### src/rtl/usec_pkg.sv
package usec_pkg;
  localparam int FIELD_W = 8;
  localparam int CFG_W   = 2 * FIELD_W;

  typedef struct packed {
    logic [FIELD_W-1:0] mul_m1;
    logic [FIELD_W-1:0] div_m1;
  } cfg_t;

  localparam cfg_t CFG_RESET = '{mul_m1: 8'h00, div_m1: 8'h0B};

  typedef enum logic [1:0] {
    ADDR_COUNT  = 2'd0,
    ADDR_CFG    = 2'd1,
    ADDR_FREEZE = 2'd2,
    ADDR_SPARE  = 2'd3
  } addr_e;
endpackage

### src/rtl/usec_rst_sync.sv
module usec_rst_sync #(
  parameter int STAGES = 2
) (
  input  logic clk,
  input  logic rst_n,
  output logic rst_sync_n
);
  logic [STAGES-1:0] sync_q;

  always_ff @(posedge clk or negedge rst_n) begin
    if (!rst_n) sync_q <= '0;
    else        sync_q <= {sync_q[STAGES-2:0], 1'b1};
  end

  assign rst_sync_n = sync_q[STAGES-1];
endmodule

### src/rtl/usec_regs.sv
module usec_regs
  import usec_pkg::*;
#(
  parameter int COUNT_W = 32,
  parameter int RD_W    = 32
) (
  input  logic               clk,
  input  logic               rst_ni,
  input  logic               wr_i,
  input  logic [1:0]         addr_i,
  input  logic [CFG_W-1:0]   wdata_i,
  input  logic [COUNT_W-1:0] count_i,
  output cfg_t               cfg_o,
  output logic               freeze_o,
  output logic               cfg_wr_o,
  output logic [RD_W-1:0]    rdata_o
);
  cfg_t  cfg_q, cfg_d;
  logic  freeze_q, freeze_d;
  logic  cfg_en, frz_en;
  addr_e addr;

  assign addr   = addr_e'(addr_i);
  assign cfg_en = wr_i && (addr == ADDR_CFG);
  assign frz_en = wr_i && (addr == ADDR_FREEZE);

  always_comb begin
    cfg_d    = cfg_q;
    freeze_d = freeze_q;
    if (cfg_en) cfg_d    = cfg_t'(wdata_i);
    if (frz_en) freeze_d = wdata_i[0];
  end

  always_ff @(posedge clk or negedge rst_ni) begin
    if (!rst_ni) begin
      cfg_q    <= CFG_RESET;
      freeze_q <= 1'b0;
    end else begin
      cfg_q    <= cfg_d;
      freeze_q <= freeze_d;
    end
  end

  always_comb begin
    unique case (addr)
      ADDR_COUNT:  rdata_o = RD_W'(count_i);
      ADDR_CFG:    rdata_o = RD_W'(cfg_q);
      ADDR_FREEZE: rdata_o = RD_W'(freeze_q);
      default:     rdata_o = '0;
    endcase
  end

  assign cfg_o    = cfg_q;
  assign freeze_o = freeze_q;
  assign cfg_wr_o = cfg_en;
endmodule

### src/rtl/usec_frac_prescaler.sv
module usec_frac_prescaler
  import usec_pkg::*;
#(
  parameter int ACC_W = FIELD_W + 2
) (
  input  logic             clk,
  input  logic             rst_ni,
  input  logic             clear_i,
  input  cfg_t             cfg_i,
  output logic             tick_next_o,
  output logic             tick_o,
  output logic [ACC_W-1:0] acc_o
);
  logic [ACC_W-1:0] dividend, divisor, sum, rem;
  logic [ACC_W-1:0] acc_q, acc_d;
  logic             hit, tick_q, tick_d;

  assign dividend = ACC_W'(cfg_i.mul_m1) + ACC_W'(1);
  assign divisor  = ACC_W'(cfg_i.div_m1) + ACC_W'(1);
  assign sum      = acc_q + dividend;
  assign hit      = (sum >= divisor);
  assign rem      = sum - divisor;

  always_comb begin
    acc_d  = sum;
    tick_d = 1'b0;
    if (clear_i) begin
      acc_d = '0;
    end else if (hit) begin
      tick_d = 1'b1;
      acc_d  = (rem >= divisor) ? '0 : rem;
    end
  end

  always_ff @(posedge clk or negedge rst_ni) begin
    if (!rst_ni) begin
      acc_q  <= '0;
      tick_q <= 1'b0;
    end else begin
      acc_q  <= acc_d;
      tick_q <= tick_d;
    end
  end

  assign tick_next_o = tick_d;
  assign tick_o      = tick_q;
  assign acc_o       = acc_q;
endmodule

### src/rtl/usec_counter.sv
module usec_counter #(
  parameter int COUNT_W = 32
) (
  input  logic               clk,
  input  logic               rst_ni,
  input  logic               tick_i,
  input  logic               freeze_i,
  output logic [COUNT_W-1:0] count_o
);
  logic [COUNT_W-1:0] count_q, count_d;
  logic               cnt_en;

  assign cnt_en = tick_i && !freeze_i;

  always_comb begin
    count_d = count_q;
    if (cnt_en) count_d = count_q + COUNT_W'(1);
  end

  always_ff @(posedge clk or negedge rst_ni) begin
    if (!rst_ni) count_q <= '0;
    else         count_q <= count_d;
  end

  assign count_o = count_q;
endmodule

### src/rtl/usec_timebase.sv
module usec_timebase
  import usec_pkg::*;
#(
  parameter int COUNT_W = 32,
  localparam int RD_W   = (COUNT_W > CFG_W) ? COUNT_W : CFG_W
) (
  input  logic             clk,
  input  logic             rst_n,
  input  logic             reg_wr,
  input  logic [1:0]       reg_addr,
  input  logic [CFG_W-1:0] reg_wdata,
  output logic [RD_W-1:0]  reg_rdata,
  output logic             tick_o
);
  localparam int ACC_W = FIELD_W + 2;

  logic               rst_sync_n;
  cfg_t               cfg_word;
  logic               freeze_q;
  logic               cfg_wr;
  logic               tick_next;
  logic [ACC_W-1:0]   acc_val;
  logic [COUNT_W-1:0] count_val;

  usec_rst_sync #(.STAGES(2)) u_rst (
    .clk        (clk),
    .rst_n      (rst_n),
    .rst_sync_n (rst_sync_n)
  );

  usec_regs #(.COUNT_W(COUNT_W), .RD_W(RD_W)) u_regs (
    .clk      (clk),
    .rst_ni   (rst_sync_n),
    .wr_i     (reg_wr),
    .addr_i   (reg_addr),
    .wdata_i  (reg_wdata),
    .count_i  (count_val),
    .cfg_o    (cfg_word),
    .freeze_o (freeze_q),
    .cfg_wr_o (cfg_wr),
    .rdata_o  (reg_rdata)
  );

  usec_frac_prescaler #(.ACC_W(ACC_W)) u_presc (
    .clk         (clk),
    .rst_ni      (rst_sync_n),
    .clear_i     (cfg_wr),
    .cfg_i       (cfg_word),
    .tick_next_o (tick_next),
    .tick_o      (tick_o),
    .acc_o       (acc_val)
  );

  usec_counter #(.COUNT_W(COUNT_W)) u_cnt (
    .clk      (clk),
    .rst_ni   (rst_sync_n),
    .tick_i   (tick_next),
    .freeze_i (freeze_q),
    .count_o  (count_val)
  );
endmodule

### config.mk
export PLATFORM = sky130hd
export DESIGN_NAME = usec_timebase
export DESIGN_NICKNAME = d
export VERILOG_FILES = /design/src/rtl/usec_pkg.sv /design/src/rtl/usec_rst_sync.sv /design/src/rtl/usec_regs.sv /design/src/rtl/usec_frac_prescaler.sv /design/src/rtl/usec_counter.sv /design/src/rtl/usec_timebase.sv
export SDC_FILE = /design/constraint.sdc
export NUM_CORES = 1
export LEC_CHECK = 0
export BUFFER_PORTS_ARGS = -buffer_cell sky130_fd_sc_hd__buf_2
export CAP_MARGIN = 20
export CORE_UTILIZATION = 53
export DETAILED_ROUTE_END_ITERATION = 8
export GPL_ROUTABILITY_DRIVEN = 0
export PLACE_DENSITY = 0.8
export SLEW_MARGIN = 10
export SYNTH_ARGS = -nofsm -noshare
export SYNTH_HDL_FRONTEND = slang
export SYNTH_SLANG_ARGS = --single-unit
### constraint.sdc
create_clock -name clk -period 1.95 [get_ports clk]
set_input_delay 0.195 -clock clk [delete_from_list [all_inputs] [get_ports clk]]
set_output_delay 0.195 -clock clk [all_outputs]
set_load 0.03 [all_outputs]
==> flow_summary.toml <==
[final_layout]
insertedDiodeCount = 0
drive_gt1_share_pct = 49.0
mostFrequentLayoutCell = "buf_4"
utilization_pct = 86.6
final_cell_mix = "114 x buf_4, 70 x nand2_1, 57 x dfrtp_1, 53 x buf_2, 35 x xor2_1"
nFillCells = 331
fin_area_mm2 = 0.00669
area_growth_pct = 58.7
final_nets = 696

[place]
io_buffers = 53
placed_cell_area_mm2 = 0.00556
dp_slack_ps = -2210
dp_hpwl_um = 8260

[detailed_routing]
top_layer = "met4"
route.detailed.drc = 0
wl_met2_um = 8040
antenna_left = 0
routed-wl-met3_um = 1600
drt_iter0_drc = 332
drt-met1-wl_um = 6310
wl_per_cell_um = 23.0
first_pass_iters = 5
wl_um = 17200
viasPerCell = 6.26
vias = 4688

[die]
dieArea_mm2 = 0.00832
core_mm2 = 0.00773
row_count = 32
die_w_um = 91.2
die_h_um = 91.2
io_pins = 54
start_util_pct = 54.6

[synthesis]
yosys.area_share.simple_pct = 24.9
synth_area_mm2 = 0.00422
ys_ff_latch = 62
synth_cell_types = 51
synth_top_family_by_area = "simple AND/OR/NAND/NOR gates"
muxShareOfSynthArea_pct = 4.33
synthesis.nets = 513
synth-edff-count = 0
synth_flop_cell = "dfrtp_1"
netlist_instances = 459
synth.avg_cell_area_um2 = 9.19
synth_compound_area_share_pct = 8.90
synth_warnings = 0
synthAdderAreaFrac_pct = 10.1
synth-seq-area-share_pct = 36.9
synth-xor-area-share_pct = 11.6
ys_async_sr_fraction_pct = 100

[sta]
maxSlewViolCount = 0
clock.fmax_ghz = 0.233
finalCriticalPeriod_ps = 4300
hold_viol_final = 0
tightest_slew_ps = 813
setup_ws_ps = -2350
setup_viol = 42
rsz0062_at_grt = "true"
relSlewSlack_pct = 45.6
period_share_pct = 221
whs_ps = 13.1
clock_skew_ps = 14.8
tns_ps = -86110

[worst_setup_path]
worstPathCellList = "buf_6 -> buf_6 -> inv_2 -> ha_4 -> buf_4 -> a21o_1 -> a21oi_4 -> xnor2_2 -> ha_1 -> a21o_1 -> a31o_2 -> a21o_1 -> a21oi_1 -> xnor2_1 -> ha_1 -> a21o_1 -> a21oi_2 -> nand2_1 -> a211oi_2 -> o21ai_2 -> buf_6 -> o2bb2ai_4"
required_ps = 2230
reg2reg_depth = 22
r2r_start = "u_regs.cfg_o[8]"
crit_family = "compound AO/OA/AOI/OAI gates"
path_class = "flip-flop to flip-flop"
critPathMaxStageDelay_ps = 440
cp-start-kind = "flip-flop"
path_buf_inv = 5
crit_slowest_cell = "dfrtp_1"
cp.arrival_ps = 4580
rr_endpoint = "u_presc.acc_o[6]"
crit_fanout = 6
crit_path_frequent_cell = "a21o_1"
ff2ff_setup_slack_ps = -2350
endpoint_kind = "flip-flop"

[hold_path]
min_from = "reg_wdata[3]"
hold_depth = 3
hp-class = "primary input to flip-flop"
min_delay_worst_endpoint = "u_regs.cfg_o[3]"

[global_routing]
grt_pass1_vias = 4633
grt_max_degree = 51
track_usage_pct = 35.6
grt_pass1_wl_um = 23100
overflow = 0
grt_antenna_before_repair = 0

[clock_tree]
clk_latency_ps = 370
cts-buffers-inserted = 9
clkSinkCount = 62
clkTransAtPathRegs_ps = 80
root_buffer = "clkbuf_8"
clockBufferDepth = 2
cts_tree = "yes"
htree_levels = 3

[run_status]
violations = "setup timing"
status = "finished with violations"

[flow_run]
maxCapViolations = 0

[power_and_ir_drop]
power.density_mw_per_mm2 = 1460
leakagePower_uw = 0.00327
peakVddDrop_uv = 879
==> cells in the mapped netlist, drive strengths merged, types with 3 or more instances <==
| cell type | count | area share (%) |
|---|---|---|
| nand2 | 74 | 6.6 |
| dfrtp | 59 | 35 |
| xor2 | 40 | 8.3 |
| ha | 31 | 9.2 |
| nor2 | 30 | 2.7 |
| nand3 | 19 | 2.5 |
| a21oi | 17 | 2.0 |
| inv | 17 | 1.5 |
| mux2i | 16 | 3.8 |
| o21ai | 16 | 2.0 |
| xnor2 | 16 | 3.3 |
| and2 | 15 | 2.2 |
| nor3 | 15 | 2.0 |
| clkbuf | 8 | 0.71 |
| nor4b | 8 | 1.7 |
| nand2b | 7 | 1.0 |
| nor4 | 7 | 1.8 |
| o2bb2ai | 7 | 1.5 |
| a21o | 6 | 1.1 |
| and4 | 6 | 1.2 |
| buf | 6 | 0.80 |
| nand4 | 5 | 0.74 |
| and3 | 4 | 0.71 |
| a211oi | 3 | 0.53 |
| dfstp | 3 | 1.9 |
| nor2b | 3 | 0.45 |
| or2 | 3 | 0.50 |
==> per-layer routing <==
| metal | vias up | global-route usage (%) |
|---|---|---|
| met5 | - | 0 |
| met4 | 0 | 21.6 |
| met3 | 131 | 6.95 |
| met2 | 374 | 59.3 |
| met1 | 2230 | 42.6 |
| li1 | 1953 | - |
==> worst min-delay path: cells and delay by family <==
family	cells	cell delay (ps)
buffers and inverters	1	90
AND/OR/NAND/NOR	2	80
==> registers in the layout, summed over array words and instances, names as in the netlist <==
register / flops
u_regs.cfg_o: 16
u_presc.acc_o: 10
u_rst.sync_q: 2
u_cnt.count_o: 32
u_presc.tick_o: 1
u_regs.freeze_o: 1
==> metrics by stage <==
step	total power, µW	cells
2_1_floorplan	4430	459
3_3_place_gp	6030	693
3_5_place_dp	6240	693
4_1_cts	8440	740
5_1_grt	10200	749
6_report	9740	749
==> worst max path at each step <==
stage	from	endpoint	slack (ps)	depth (start not counted)
6_report	u_regs.cfg_o[8]	u_presc.acc_o[6]	-2350	22
5_1_grt	u_regs.cfg_o[8]	u_presc.acc_o[6]	-2470	22
4_1_cts	u_regs.cfg_o[8]	u_presc.acc_o[7]	-1970	21
3_5_place_dp	u_regs.cfg_o[9]	u_presc.acc_o[5]	-2210	23
3_3_place_gp	u_regs.cfg_o[9]	u_presc.acc_o[8]	-2080	20
2_1_floorplan	u_regs.cfg_o[9]	u_presc.acc_o[1]	-1880	19
==> cells by family (layout without fill, tap and decap cells) <==
logic type,Yosys count,count (layout)
xor+xnor,56,56
simple gates,199,199
compound gates,58,58
other cells,2,2
buf+inv,31,219
fa+ha+maj,33,33
flops,62,62
mux,18,18
==> final cells by class <==
| class | count | area, µm² | share of cell area, % |
|---|---|---|---|
| multi-input cells | 366 | 3360 | 50.2 |
| inverters | 17 | 63.8 | 0.954 |
| flip-flops and latches | 62 | 1560 | 23.3 |
| repair buffers | 186 | 1410 | 21.1 |
| clock buffers | 9 | 124 | 1.85 |
| well taps | 102 | 128 | 1.91 |
| clock inverters | 7 | 48.8 | 0.729 |
==> where the power goes <==
part           total (µW)  internal, µW  leakage [µW]  switching [µW]
clock network        1090           466     0.0000898             622
registers            1670          1480      0.000780             182
logic                6990          3360       0.00240            3620
total                9740          5310       0.00327            4420
==> what timing repair did <==
action                     4_1_cts  5_1_grt
gates resized for setup         51       52
gates cloned                     2        0
pin swaps                       40       32
hold endpoints to repair         2        0
buffers inserted                30       10
setup endpoints to repair       42       42
hold buffers                     1        0
(Power assumes the default switching activity.)
